**src/rtl/hcm_pkg.sv**
```systemverilog
package hcm_pkg;

    localparam int NPH = 3;

    // One selected bridge pair: one-hot source phase and one-hot sink phase.
    typedef struct packed {
        logic [NPH-1:0] src;
        logic [NPH-1:0] snk;
    } pair_t;

    localparam pair_t PAIR_OFF = '0;

    // Forward-direction table; code bit 2 is sensor 1.
    function automatic pair_t fwd_pair(input logic [NPH-1:0] code);
        pair_t p;
        unique case (code)
            3'b101:  begin p.src = 3'b010; p.snk = 3'b001; end
            3'b100:  begin p.src = 3'b100; p.snk = 3'b001; end
            3'b110:  begin p.src = 3'b100; p.snk = 3'b010; end
            3'b010:  begin p.src = 3'b001; p.snk = 3'b010; end
            3'b011:  begin p.src = 3'b001; p.snk = 3'b100; end
            3'b001:  begin p.src = 3'b010; p.snk = 3'b100; end
            default: p = PAIR_OFF;
        endcase
        return p;
    endfunction

endpackage

```
**src/rtl/hcm_hall_decode.sv**
```systemverilog
module hcm_hall_decode
    import hcm_pkg::*;
(
    input  logic [NPH-1:0] hall_i,
    input  logic           dir_i,
    output pair_t          want_o,
    output logic           legal_o
);

    logic [NPH-1:0] code;

    always_comb begin
        // Reverse direction reuses the forward table on the complemented code.
        code    = dir_i ? ~hall_i : hall_i;
        want_o  = fwd_pair(code);
        legal_o = (code != '0) && (code != '1);
    end

endmodule

```
**src/rtl/hcm_pair_seq.sv**
```systemverilog
module hcm_pair_seq
    import hcm_pkg::*;
#(
    parameter int DEAD_CYC = 4
) (
    input  logic  clk,
    input  logic  rst_n,
    input  pair_t want_i,
    input  logic  allow_i,
    output pair_t cur_q_o,
    output pair_t cur_d_o
);

    localparam int CNT_W = $clog2(DEAD_CYC + 1);
    localparam logic [CNT_W-1:0] RELOAD = CNT_W'(DEAD_CYC - 1);

    typedef struct packed {
        pair_t            cur;
        logic [CNT_W-1:0] cnt;
    } seq_t;

    seq_t st_q, st_d;

    always_comb begin
        st_d = st_q;
        if (!allow_i) begin
            // Withdraw; start the off window if a pair was live.
            st_d.cur = PAIR_OFF;
            if (st_q.cur != PAIR_OFF) begin
                st_d.cnt = RELOAD;
            end else if (st_q.cnt != '0) begin
                st_d.cnt = st_q.cnt - 1'b1;
            end
        end else if (st_q.cur != PAIR_OFF) begin
            if (want_i != st_q.cur) begin
                st_d.cur = PAIR_OFF;
                st_d.cnt = RELOAD;
            end
        end else if (st_q.cnt == '0) begin
            st_d.cur = want_i;
        end else begin
            st_d.cnt = st_q.cnt - 1'b1;
        end
    end

    always_ff @(posedge clk or negedge rst_n) begin
        if (!rst_n) begin
            st_q <= '0;
        end else begin
            st_q <= st_d;
        end
    end

    assign cur_q_o = st_q.cur;
    assign cur_d_o = st_d.cur;

endmodule

```
**src/rtl/hcm_lowside_gate.sv**
```systemverilog
module hcm_lowside_gate
    import hcm_pkg::*;
(
    input  logic           clk,
    input  logic           rst_n,
    input  logic [NPH-1:0] snk_next_i,
    input  logic           pwm_on_i,
    input  logic           ilim_trip_i,
    input  logic           lock_flt_i,
    output logic [NPH-1:0] ls_en_o
);

    typedef struct packed {
        logic           lim;
        logic           pwm_prev;
        logic [NPH-1:0] ls;
    } gate_t;

    gate_t g_q, g_d;
    logic  pwm_rise;
    logic  chop_ok;

    always_comb begin
        g_d      = g_q;
        pwm_rise = pwm_on_i && !g_q.pwm_prev;
        // A trip wins over a period start in the same cycle.
        if (ilim_trip_i) begin
            g_d.lim = 1'b1;
        end else if (pwm_rise) begin
            g_d.lim = 1'b0;
        end
        g_d.pwm_prev = pwm_on_i;
        chop_ok      = pwm_on_i && !g_d.lim && !lock_flt_i;
        g_d.ls       = snk_next_i & {NPH{chop_ok}};
    end

    always_ff @(posedge clk or negedge rst_n) begin
        if (!rst_n) begin
            g_q <= '0;
        end else begin
            g_q <= g_d;
        end
    end

    assign ls_en_o = g_q.ls;

endmodule

```
**src/rtl/hall_commutator.sv**
```systemverilog
module hall_commutator
    import hcm_pkg::*;
#(
    parameter int DEAD_CYC = 4
) (
    input  logic       clk,
    input  logic       rst_n,
    input  logic [2:0] hall_i,
    input  logic       dir_i,
    input  logic       run_i,
    input  logic       pwm_on_i,
    input  logic       ilim_trip_i,
    input  logic       therm_flt_i,
    input  logic       lock_flt_i,
    output logic [2:0] hs_en_o,
    output logic [2:0] ls_en_o
);

    pair_t want;
    logic  legal;
    logic  allow;
    pair_t cur_q;
    pair_t cur_d;

    hcm_hall_decode u_dec (
        .hall_i  (hall_i),
        .dir_i   (dir_i),
        .want_o  (want),
        .legal_o (legal)
    );

    assign allow = legal && run_i && !therm_flt_i;

    hcm_pair_seq #(
        .DEAD_CYC (DEAD_CYC)
    ) u_seq (
        .clk     (clk),
        .rst_n   (rst_n),
        .want_i  (want),
        .allow_i (allow),
        .cur_q_o (cur_q),
        .cur_d_o (cur_d)
    );

    hcm_lowside_gate u_gate (
        .clk         (clk),
        .rst_n       (rst_n),
        .snk_next_i  (cur_d.snk),
        .pwm_on_i    (pwm_on_i),
        .ilim_trip_i (ilim_trip_i),
        .lock_flt_i  (lock_flt_i),
        .ls_en_o     (ls_en_o)
    );

    assign hs_en_o = cur_q.src;

endmodule

```
**config.mk**
```make
export PLATFORM = sky130hd
export DESIGN_NAME = hall_commutator
export DESIGN_NICKNAME = d
export VERILOG_FILES = /design/src/rtl/hcm_pkg.sv /design/src/rtl/hcm_hall_decode.sv /design/src/rtl/hcm_pair_seq.sv /design/src/rtl/hcm_lowside_gate.sv /design/src/rtl/hall_commutator.sv
export SDC_FILE = /design/constraint.sdc
export NUM_CORES = 1
export LEC_CHECK = 0
export BUFFER_PORTS_ARGS = -buffer_cell sky130_fd_sc_hd__buf_4
export CORE_MARGIN = 1
export CORE_UTILIZATION = 50
export CTS_BUF_LIST = sky130_fd_sc_hd__clkbuf_8
export DETAILED_ROUTE_END_ITERATION = 16
export PLACE_DENSITY = 0.72
export SKIP_LAST_GASP = 1
export SLEW_MARGIN = 20
export SYNTH_ARGS = -nofsm -noshare
export SYNTH_HDL_FRONTEND = slang
export SYNTH_SLANG_ARGS = --single-unit
export TNS_END_PERCENT = 20
```
**constraint.sdc**
```tcl
create_clock -name clk -period 2 [get_ports clk]
set_input_delay 0.1 -clock clk [delete_from_list [all_inputs] [get_ports clk]]
set_output_delay 0.1 -clock clk [all_outputs]
set_load 0.05 [all_outputs]
```
Yosys cells after proc, flatten, opt, wreduce, memory -nomap -nowiden
Index checks and enable logic that the tools add are counted.
{"block": "totals", "output_inout_bits": 6, "wordCells": 48, "ff_bits": 14, "inputBits": 11}
{"block": "op_classes", "bitwise_logic": 2, "reduce_logical": 17, "n_addsub": 1, "muxes": 11, "n_eq_ne": 11}
{"op": "case mux 6 bit (6 select lines)", "n": 1}
{"op": "2-to-1 mux 9 bit", "n": 3}
{"op": "2-to-1 mux 3 bit", "n": 4}
{"op": "!= test 3 bit, second input constant", "n": 4}
{"op": "== test 3 bit, second input constant", "n": 3}
{"op": "nonzero test 3 bit", "n": 3}
{"op": "== test 3 x 2 -> 1 bit, second input constant", "n": 2}
{"op": "logical AND 1 bit", "n": 6}
{"op": "2-to-1 mux 6 bit", "n": 1}
{"op": "!= test 6 bit", "n": 1}
{"op": "nonzero test 6 bit", "n": 1}
{"op": "zero test 1 bit", "n": 4}
{"op": "bitwise AND 3 bit", "n": 1}
{"op": "== test 3 x 1 -> 1 bit, second input constant", "n": 1}
{"op": "zero test 3 bit", "n": 1}
{"op": "NOT 3 bit", "n": 1}
{"op": "AND reduction 3 bit", "n": 1}
{"op": "subtractor 3 x 1 -> 3 bit, second input constant", "n": 1}
{"op": "2-to-1 mux 1 bit", "n": 2}
{"op": "AND reduction 2 bit", "n": 1}

Logic depth before layout (Yosys ltp)
Gate-level depths: netlist of the first run.
{"block": "depth", "ltp_word": 9, "ltp_mapped": 7, "mapped_depth_nobuf": 6}

By module
Synthesis of the first run repeated with hierarchy kept, for this count alone.
{"block": "unflattened", "hier_cells": 90, "area_unflattened_um2": 894.6}
{"module": "hcm_pair_seq", "cells_per_inst": 56, "seq_area_each_um2": 225.2, "area_each_um2": 574.3, "instances": 1}
{"module": "hcm_lowside_gate", "cells_per_inst": 15, "seq_area_each_um2": 125.1, "area_each_um2": 197.7, "instances": 1}
{"module": "hcm_hall_decode", "cells_per_inst": 18, "seq_area_each_um2": 0.0, "area_each_um2": 113.9, "instances": 1}
{"module": "hall_commutator", "cells_per_inst": 1, "seq_area_each_um2": 0.0, "area_each_um2": 8.8, "instances": 1}

Worst setup path before layout of the first run
Ideal clock, no wire load.
{"block": "synth_path", "path_type": "register to register", "startpoint": "register u_seq.st_q (netlist bit u_seq.cur_q_o[1])", "endpoint": "register u_seq.st_q[2] (netlist bit)", "period_less_slack_ns": 1.633, "path_stages_with_launch": 7, "required_time_ns": 1.876, "path_buffers": 1, "setup_ns": 0.124, "setup_slack_ns": 0.367, "arrival_ns": 1.509, "path_cell_list": "dfrtp_1 -> and4b_2 -> a211oi_1 -> o21ai_1 -> and3_1 -> buf_6 -> a211o_1"}
{"block": "synth_between", "elab_chain_len": 3, "word_cells_on_any_way": 9, "classes_between": "eq/ne: 3; mux: 3; reduce/logical: 3"}
{"item": "start, declared", "line": "hcm_pair_seq.sv:22", "rtl": "seq_t st_q, st_d;"}
{"item": "start signal, assigned", "line": "hcm_pair_seq.sv:50", "rtl": "st_q <= st_d;"}
{"item": "!= test 6 bit / nonzero test 6 bit (equally long branches)", "line": "hcm_pair_seq.sv:35, hcm_pair_seq.sv:29, hcm_pair_seq.sv:34"}
{"item": "!= test 3 bit (no line) (tied with other cells)"}
{"item": "AND reduction 3 bit (no line) / 2-to-1 mux 9 bit (equally long branches)"}
Several ways; a longest one is shown, not always the timed one.
A chain may end at the register's enable or synchronous reset.

Worst setup path after layout of the first run
Ends and elaborated chain as after synthesis.

==> results.md, run 1 <==
Logic synthesis:
- The fraction of the mapped netlist area in simple logic gates is ~28%.
- The synthesized netlist devotes between 10% and 20% of its cell area to compound gates.
- The number of synthesized register bits is 14.
- The share of synthesized area occupied by flip-flops and latches is a little over a third.
- Counting flops with an async set or reset pin after synthesis yields a share of 100%.
- The number of enable flip-flop cells after synthesis is 0.
- The summed instance area of the synthesized netlist is 977 sq um.
- After Yosys synthesis, XOR and XNOR cells account for 3.46% of the synthesized area.
- The netlist uses 42 different library cells.
- The net count after synthesis is ~120.
- The post-synthesis instance total is 104.
- By area the synthesized netlist is led by dfrtp_1 36%, buf_4 5.4%, buf_6 4.6%.
- The combinational family with the most area after synthesis is simple AND/OR/NAND/NOR gates.
- After synthesis, the largest area contributor takes up between 30% and 40% of total cell area.
- Among all flip-flop cells after synthesis, the most frequent one is dfrtp_1.
- The mean post-synth cell area is 9.40 sq um.
- The yosys synthesis warning count is 0.
- Summing the areas of all fa, ha and maj instances in the mapped netlist gives 2.56% of the synthesized area.
- In the synthesized netlist, mux cells make up 0% of the area.
- The synthesized design spends more area on one cell type than any other, namely dfrtp_1.

Global routing:
- The first-pass GRT wire length is 2970 um.
- Entering global routing, the biggest net connects 15 pins.
- Global routing used 20.1% of the available tracks.
- The via count of the first global-routing pass is roughly 720.
- After global routing the overflow that remains totals 0.
- The initial antenna violation count is 0.

STA:
- Setup violations remaining at the end of the flow were counted as 0.
- The worst slew margin relative to its limit is 78.6%.
- The final number of max-transition violations is 0.
- The minimum setup slack in the final design is about 0.29 ns.
- For the pin with the worst max-slew slack, the measured transition is 0.319 ns.
- Setup repair after global routing left no endpoint under its margin.
- Across all hold checks on the routed design, the worst slack comes to 0.0393 ns.
- In the final timing run, aggregate negative setup slack is 0 ns.
- Timing would allow up to roughly 0.58 GHz.
- The final hold violation count is 0.
- The worst path needs 1.71 ns of the cycle, external delays included.
- The final setup skew is 0.00123 ns.
- In the finished design, the share of the clock period the worst path needs comes to between 80% and 90%.

Floorplanning:
- Row generation in the floorplan step produced 15 rows.
- The vertical extent of the die is 46.2 um.
- For this configuration, the core starts out at a cell density of 54.8%.
- The total die area is 0.00214 sq mm.
- The core region is about 0.0018 sq mm.
- Pin placement for this block handled 17 I/O pins.
- The die boundary width is 46.2 um.

Placed design:
- The instance area after placement is 0.00103 sq mm.
- The pre-CTS setup slack is approximately 0.17 ns.
- After legalization and detailed placement, the total HPWL measured 1340 um.
- Buffers placed on the I/O ports in this run total 16.
- The last weighted congestion value of the routability-driven placer is around 0.80.

Hold path:
- The source of the worst hold timing path is ilim_trip_i.
- The type of the worst min-delay path is input port to register.
- The end point of the most critical hold path is u_gate.g_q[4].
- The worst hold path was traced through 2 stages.

Worst setup path:
- Across all register-to-register paths, the minimum setup slack is 0.29 ns.
- The critical path is of the register to register type.
- In this run the critical register-to-register path is captured at u_seq.st_q[2].
- Measured in cells, the most critical reg-to-reg path has a length of 5.
- STA classifies the critical path endpoint as a register.
- The worst flop-to-flop path startpoint is u_seq.cur_q_o[1].
- Tracing the worst setup path back leads to its startpoint at u_seq.cur_q_o[1].
- The nature of the critical path startpoint is a register.
- The peak fanout along the critical path is 6.
- Data on the critical path arrives at its endpoint at 1.84 ns.
- The required time of the worst setup path is 2.13 ns.

Drt:
- The post-detailed-route count of antenna-violating nets is 0.
- The via density per instance is 5.89.
- The first-pass detailed-route iteration total is 4.
- In the final routed layout, each cell accounts on average for 13.4 um.
- The DRC violation count after routing is 0.
- The wire length reported by the detailed router is 1870 um.
- The number of vias in the routed layout is roughly 830.
- The initial DRC count is 10.

Clock network:
- The clock tree from TritonCTS is yes.
- The CTS buffer count is 3.
- The maximum level of the CTS H-tree is 1.
- The clock drives 14 sinks.
- The root buffer cell chosen for the clock tree is clkbuf_8.
- The buffer count from post-CTS setup fixing is 0.
- After clock tree synthesis, the clock-pin slew on the worst setup and hold paths is 0.06 ns.
- In this run the deepest clock path goes through 2 buffers.
- The insertion delay of the later-clocked pin in the worst-skew pair is between 0.2 and 0.3 ns.

Power:
- Across the VDD grid, the largest voltage drop is 0.649 mV.
- The static leakage is 0.513 nW.
- Dividing total power by cell area gives a power density of between 800 and 900 mW/mm^2.

Final layout:
- The count of inserted antenna diode cells is 0.
- The ratio of cells with drive above 1 in the final layout is 27.8%.
- The final core utilization is ~62%.
- Compared with the post-synthesis result, the final layout area differs by 13.7%.
- The number of nets at the end of the flow is 129.
- After routing the design area is 0.00111 sq mm.

Run:
- The tool flagged a number of max-cap violations equal to 0.

Outcome:
- The flow ran to the end, and the final reports show no timing, DRC or antenna violations.
sequential cells by signal, indices dropped and copies added (netlist names):
signal          flops
u_seq.st_q          3
u_gate.g_q          2
u_gate.ls_en_o      3
u_seq.cur_q_o       6
logic make-up after synthesis:
group / after synthesis
DFF: 14
and+or+nand+nor: 44
buffers and inverters: 16
xor gates and xnor gates: 3
AOI/OAI and AO/OA: 25
adders and majority gates: 2
Yosys cell counts, types with 2 or more instances:
| cell type | count |
|---|---|
| a211oi_1 | 4 |
| a21oi_1 | 6 |
| a22o_2 | 2 |
| and3b_2 | 2 |
| buf_4 | 7 |
| buf_6 | 4 |
| dfrtp_1 | 14 |
| ha_1 | 2 |
| inv_1 | 5 |
| nand2_1 | 12 |
| nand2b_1 | 3 |
| nand3_1 | 2 |
| nand3b_1 | 2 |
| nand4_1 | 3 |
| nor2_1 | 2 |
| nor3_1 | 3 |
| nor3b_1 | 3 |
| o21ai_0 | 3 |
| or3b_2 | 2 |
where the power goes:
part,switching [W],internal (W)
clock,0.0000999,0.000174
combinational,0.000152,0.000123
sequential,0.0000220,0.000322
total,0.000274,0.000619
metal layers:
metal	GRT usage (%)	share of wire [%]	vias up
li1	-	-	392
met1	24.4	45	407
met2	30.4	49	22
met3	9.02	5.1	4
met4	8.82	1.1	0
met5	0	0	-
cells in the final DEF, fill, tap and decap left out, types with 2 or more instances in the layout:
cell type	n
a211oi_1	4
a21oi_1	6
a22o_2	2
and3b_2	2
buf_4	16
clkbuf_8	4
dfrtp_1	14
dlygate4sd3_1	2
ha_1	2
inv_1	5
nand2_1	12
nand2b_1	3
nand3_1	2
nand3b_1	2
nand4_1	3
nor2_1	2
nor3_1	2
nor3b_1	3
o21ai_0	3
or3b_2	2
how the worst max path moves through the flow:
stage | cells past startpoint | slack [ns] | to
5_1_grt | 5 | 0.18 | u_seq.cur_q_o[4]
6_report | 5 | 0.29 | u_seq.st_q[2]
2_1_floorplan | 6 | 0.37 | u_seq.st_q[2]
4_1_cts | 5 | 0.15 | u_seq.cur_q_o[4]
3_3_place_gp | 5 | 0.16 | u_seq.cur_q_o[4]
3_5_place_dp | 5 | 0.17 | u_seq.cur_q_o[4]
layout make-up:
class                      count  area [sq um]
inverter                       5          18.8
fill                         152           672
multi-input combinational     74           515
tap                           25          31.3
timing repair buffer          18           140
clock buffer                   4          55.1
sequential                    14           350
worst max-delay path, stage by stage, from the launching register on:
cell and delay, ns:
dfrtp_1 0.42, and4b_2 0.24, a211oi_1 0.20, o21ai_1 0.15, and3_1 0.28, a211o_1 0.31
timing repair:
action	4_1_cts	5_1_grt
hold endpoints to repair	15	0
endpoints found under the setup margin	0	2
gates resized for setup	0	1
hold buffers	2	0
metrics by stage:
step / total power [W] / instances
after floorplan: 0.000557 / 104
after global placement: 0.000606 / 134
after detailed placement: 0.000614 / 134
after CTS: 0.000895 / 140
after global routing: 0.000959 / 140
final: 0.000893 / 140
No activity file was read; power rests on OpenSTA's default activity.
==> inputs of run 2 (changes only) <==
CELL_PAD_IN_SITES_DETAIL_PLACEMENT = 1   (was default)
CELL_PAD_IN_SITES_GLOBAL_PLACEMENT = 1   (was default)
CORE_UTILIZATION = 43   (was 50)
PLACE_DENSITY = default   (was 0.72)
PLACE_DENSITY_LB_ADDON = 0.1   (was default)
==> run 2 against run 1 <==
Clock-buffer cell count stayed put. Sequential power is essentially flat. Via count fell by 3.3%. Final area grew 0.45%. Final cell count rose by 2.1%. Sequential cell count did not move. Setup slack got worse by 0.057 ns. Register-to-register slack worse by 0.06 ns. Die area increased by 16%. Non-clock buffer count up 1. Hold slack improved by 0.0033 ns. Power rose by 1.2%. Critical path type unchanged. Critical endpoint unchanged. Highest routed layer unchanged.
==> results.md, run 2 (synthesis gave the netlist of run 1 again) <==
STA:
- The minimum setup slack in the final design is 0.232 ns (was 0.289 ns).
- The final number of max-transition violations is 0 (unchanged).
- The worst slew margin relative to its limit came to 75.7% (was 78.6%).
- The actual slew at the worst max-slew pin is 0.359 ns (was 0.319 ns).
- The post-route setup TNS is 0 ns (unchanged).
- The final setup skew is 0.00229 ns (was 0.00123 ns).
- Unrepaired setup endpoints after global routing: no (unchanged).
- The number of endpoints failing setup at the final stage is 0 (unchanged).
- The portion of the clock cycle consumed by the worst path in the final layout came to 88.4% (was 85.6%).
- The final hold violation count was 0 (unchanged).
- The maximum achievable frequency was 0.566 GHz (was 0.584 GHz).
- The clock period minus worst slack came to 1.77 ns (was 1.71 ns).

Placed design:
- The last weighted congestion value of the routability-driven placer came to 0.825 (was 0.802).
- The number of buffers inserted by port buffering is 16 (unchanged).
- The number of cells in the design after placement is 137 (was 134).
- The detailed placement HPWL came to 1620 um (was 1340 um).
- The pre-CTS setup slack is 0.220 ns (was 0.169 ns).

Final layout:
- The ratio of cells with drive above 1 in the final layout is 27.6% (was 27.8%).
- The area added between synthesis and finish is 14.2% (was 13.7%).
- The count of inserted antenna diode cells is 0 (unchanged).
- The leading cell type in the layout, fill and taps excluded is buf_4 (unchanged).
- The filler-free cell count of the finished design is 143 (was 140).
- The number of nets at the end of the flow came to 130 (was 129).
- The number of flip-flops under the largest register name was 6 (unchanged).
- The final core utilization came to 54.7% (was 62.3%).
- Most frequent cells in the layout: 17 x buf_4, 14 x dfrtp_1, 12 x nand2_1 (was 16 x buf_4, 14 x dfrtp_1, 12 x nand2_1).

Power:
- The net switching fraction of the power is 31.3% (was 30.7%).
- The clock network fraction of design power is 30.2% (was 30.7%).
- The sequential cell fraction of total power is 38.0% (was 38.5%).
- The sum of internal, switching and leakage power was 0.000904 W (was 0.000893 W).
- The switching power of the nets is 0.000283 W (was 0.000274 W).
- The power per unit of standard cell area was 810 mW/mm^2 (was 804 mW/mm^2).
- The combinational group share of total power is 31.8% (was 30.8%).
- The internal power consumption is 0.000621 W (was 0.000619 W).
- The static leakage is 0.517 nW (was 0.513 nW).
- The worst IR drop on VDD is 0.650 mV (was 0.649 mV).

Clock network:
- The clock transition at the registers of the reported paths came to 0.06 ns (about the same).
- The CTS buffer count is 3 (unchanged).
- The insertion delay of the later-clocked pin in the worst-skew pair is 0.24 ns (was 0.25 ns).
- The deepest clock path buffer count is 2 (unchanged).
- The post-cts repair resize count is 0 (unchanged).
- The number of sinks handled by clock tree synthesis is 14 (unchanged).
- The root cell of the clock tree is clkbuf_8 (unchanged).
- The clock tree from TritonCTS is yes (unchanged).
- The maximum level of the CTS H-tree was 1 (unchanged).

Hold path:
- The source of the worst hold timing path is ilim_trip_i (unchanged).
- The type of the worst min-delay path is input port to register (unchanged).
- The hold-critical path depth was 2 (unchanged).
- The end point of the most critical hold path was u_gate.g_q[4] (unchanged).

Worst setup path:
- The peak per-stage delay on the critical path was 0.41 ns (was 0.42 ns).
- The register-to-register setup slack was 0.23 ns (was 0.29 ns).
- The data arrival time of the worst path is 1.89 ns (was 1.84 ns).
- The nature of the critical path startpoint is a register (unchanged).
- The end of the worst register-to-register path is u_seq.st_q[2] (unchanged).
- The slowest stage cell on the critical path is dfrtp_1 (unchanged).
- The worst flop-to-flop path startpoint is u_seq.cur_q_o[1] (unchanged).
- The kind of end point of the critical path is a register (unchanged).
- The number of cells on the worst reg-to-reg path is 5 (unchanged).
- The kind of critical path is register to register (unchanged).
- The required time of the worst setup path was 2.13 ns (about the same).
- The peak fanout along the critical path is 6 (unchanged).
- Cells along the critical path: and4b_2 -> a211oi_1 -> o21ai_1 -> and3_1 -> a211o_1 (unchanged).

Floorplanning:
- The site row count was 16 (was 15).
- The initial standard-cell utilization of the core is 47.9% (was 54.8%).
- The number of ports placed on the die boundary came to 17 (unchanged).
- The die boundary width is 49.7 um (was 46.2 um).
- The vertical extent of the die is 49.7 um (was 46.2 um).
- The area of the core was 0.00204 sq mm (was 0.00178 sq mm).
- The total die area was 0.00247 sq mm (was 0.00214 sq mm).

Drt:
- The wire length reported by the detailed router is 2260 um (was 1870 um).
- The initial DRC count is 9 (was 10).
- The via density per instance was 5.58 (was 5.89).
- The routed length per instance is 15.8 um (was 13.4 um).
- The routed metal-1 wirelength is 1020 um (was 847 um).
- The sum of met3 wire segment lengths after detailed routing is 85 um (was 95 um).
- The number of vias in the routed layout is 798 (was 825).
- The met2 layer wire length in the routed design is 1130 um (was 909 um).
- The post-detailed-route count of antenna-violating nets is 0 (unchanged).
- The first-pass detailed-route iteration total is 4 (unchanged).
- The DRC violation count after routing came to 0 (unchanged).
- The top layer reached by signal wires is met4 (unchanged).

Global routing:
- The initial antenna violation count was 0 (unchanged).
- The pin count of the biggest net entering global routing is 15 (unchanged).
- The via count of the first global-routing pass is 868 (was 715).
- The overall routing resource usage came to 21.6% (was 20.1%).
- The first-pass GRT wire length was 3970 um (was 2970 um).
- The sum of overflow across all layers after global routing was 0 (unchanged).

Outcome:
- Result of the run: finished clean (unchanged).

Run:
- The count of max-cap constraint violations came to 0 (unchanged).
==> run 2: stage by stage <==
stage,area (sq um),hold WS [ns]
global placement,1040,-0.0442
finish,1120,0.0426
detailed placement,1040,-0.0392
floorplan,977,-0.196
global route,1120,0.0463
CTS,1120,0.0343
==> run 2: final cells by class <==
type	count	area, sq um
multi-input cells	74	510
well taps	27	33.8
clock buffers	4	55.1
flip-flops and latches	14	350
repair buffers	19	148
fillers	256	926
inverters	5	18.8
==> run 2: power by group through the flow <==
| stage | combinational (W) | clock (W) | sequential [W] |
|---|---|---|---|
| 3_3_place_gp | 0.000261 | 0 | 0.000345 |
| 4_1_cts | 0.000292 | 0.000285 | 0.000345 |
| 6_report | 0.000287 | 0.000273 | 0.000344 |
| 5_1_grt | 0.000323 | 0.000296 | 0.000349 |
| 3_5_place_dp | 0.000274 | 0 | 0.000347 |
| 2_1_floorplan | 0.000216 | 0 | 0.000342 |
==> run 2: what timing repair did <==
| item | 4_1_cts | 5_1_grt |
|---|---|---|
| buffers inserted | 0 | 0 |
| hold buffers | 2 | 0 |
| endpoints found under the setup margin | 0 | 0 |
| endpoints found under the hold margin | 15 | 0 |
==> run 2: how the worst max path moves through the flow <==
stage	start	to	slack [ns]
2_1_floorplan	u_seq.cur_q_o[1]	u_seq.st_q[2]	0.37
3_3_place_gp	dir_i	u_seq.cur_q_o[3]	0.28
3_5_place_dp	dir_i	u_seq.cur_q_o[3]	0.22
4_1_cts	u_seq.cur_q_o[1]	u_seq.st_q[2]	0.23
5_1_grt	u_seq.cur_q_o[3]	u_gate.ls_en_o[1]	0.04
6_report	u_seq.cur_q_o[1]	u_seq.st_q[2]	0.23
==> run 2: critical path: cells and delay by family (launching register included) <==
| family | cells | cell delay [ns] |
|---|---|---|
| compound gates | 3 | 0.71 |
| simple gates | 2 | 0.52 |
| flops | 1 | 0.41 |
==> run 2: routing by layer <==
layer,GRT usage [%],up-vias
met5,0,-
met4,5.71,0
met3,7.41,4
met2,37.4,14
met1,25.2,385
li1,-,395
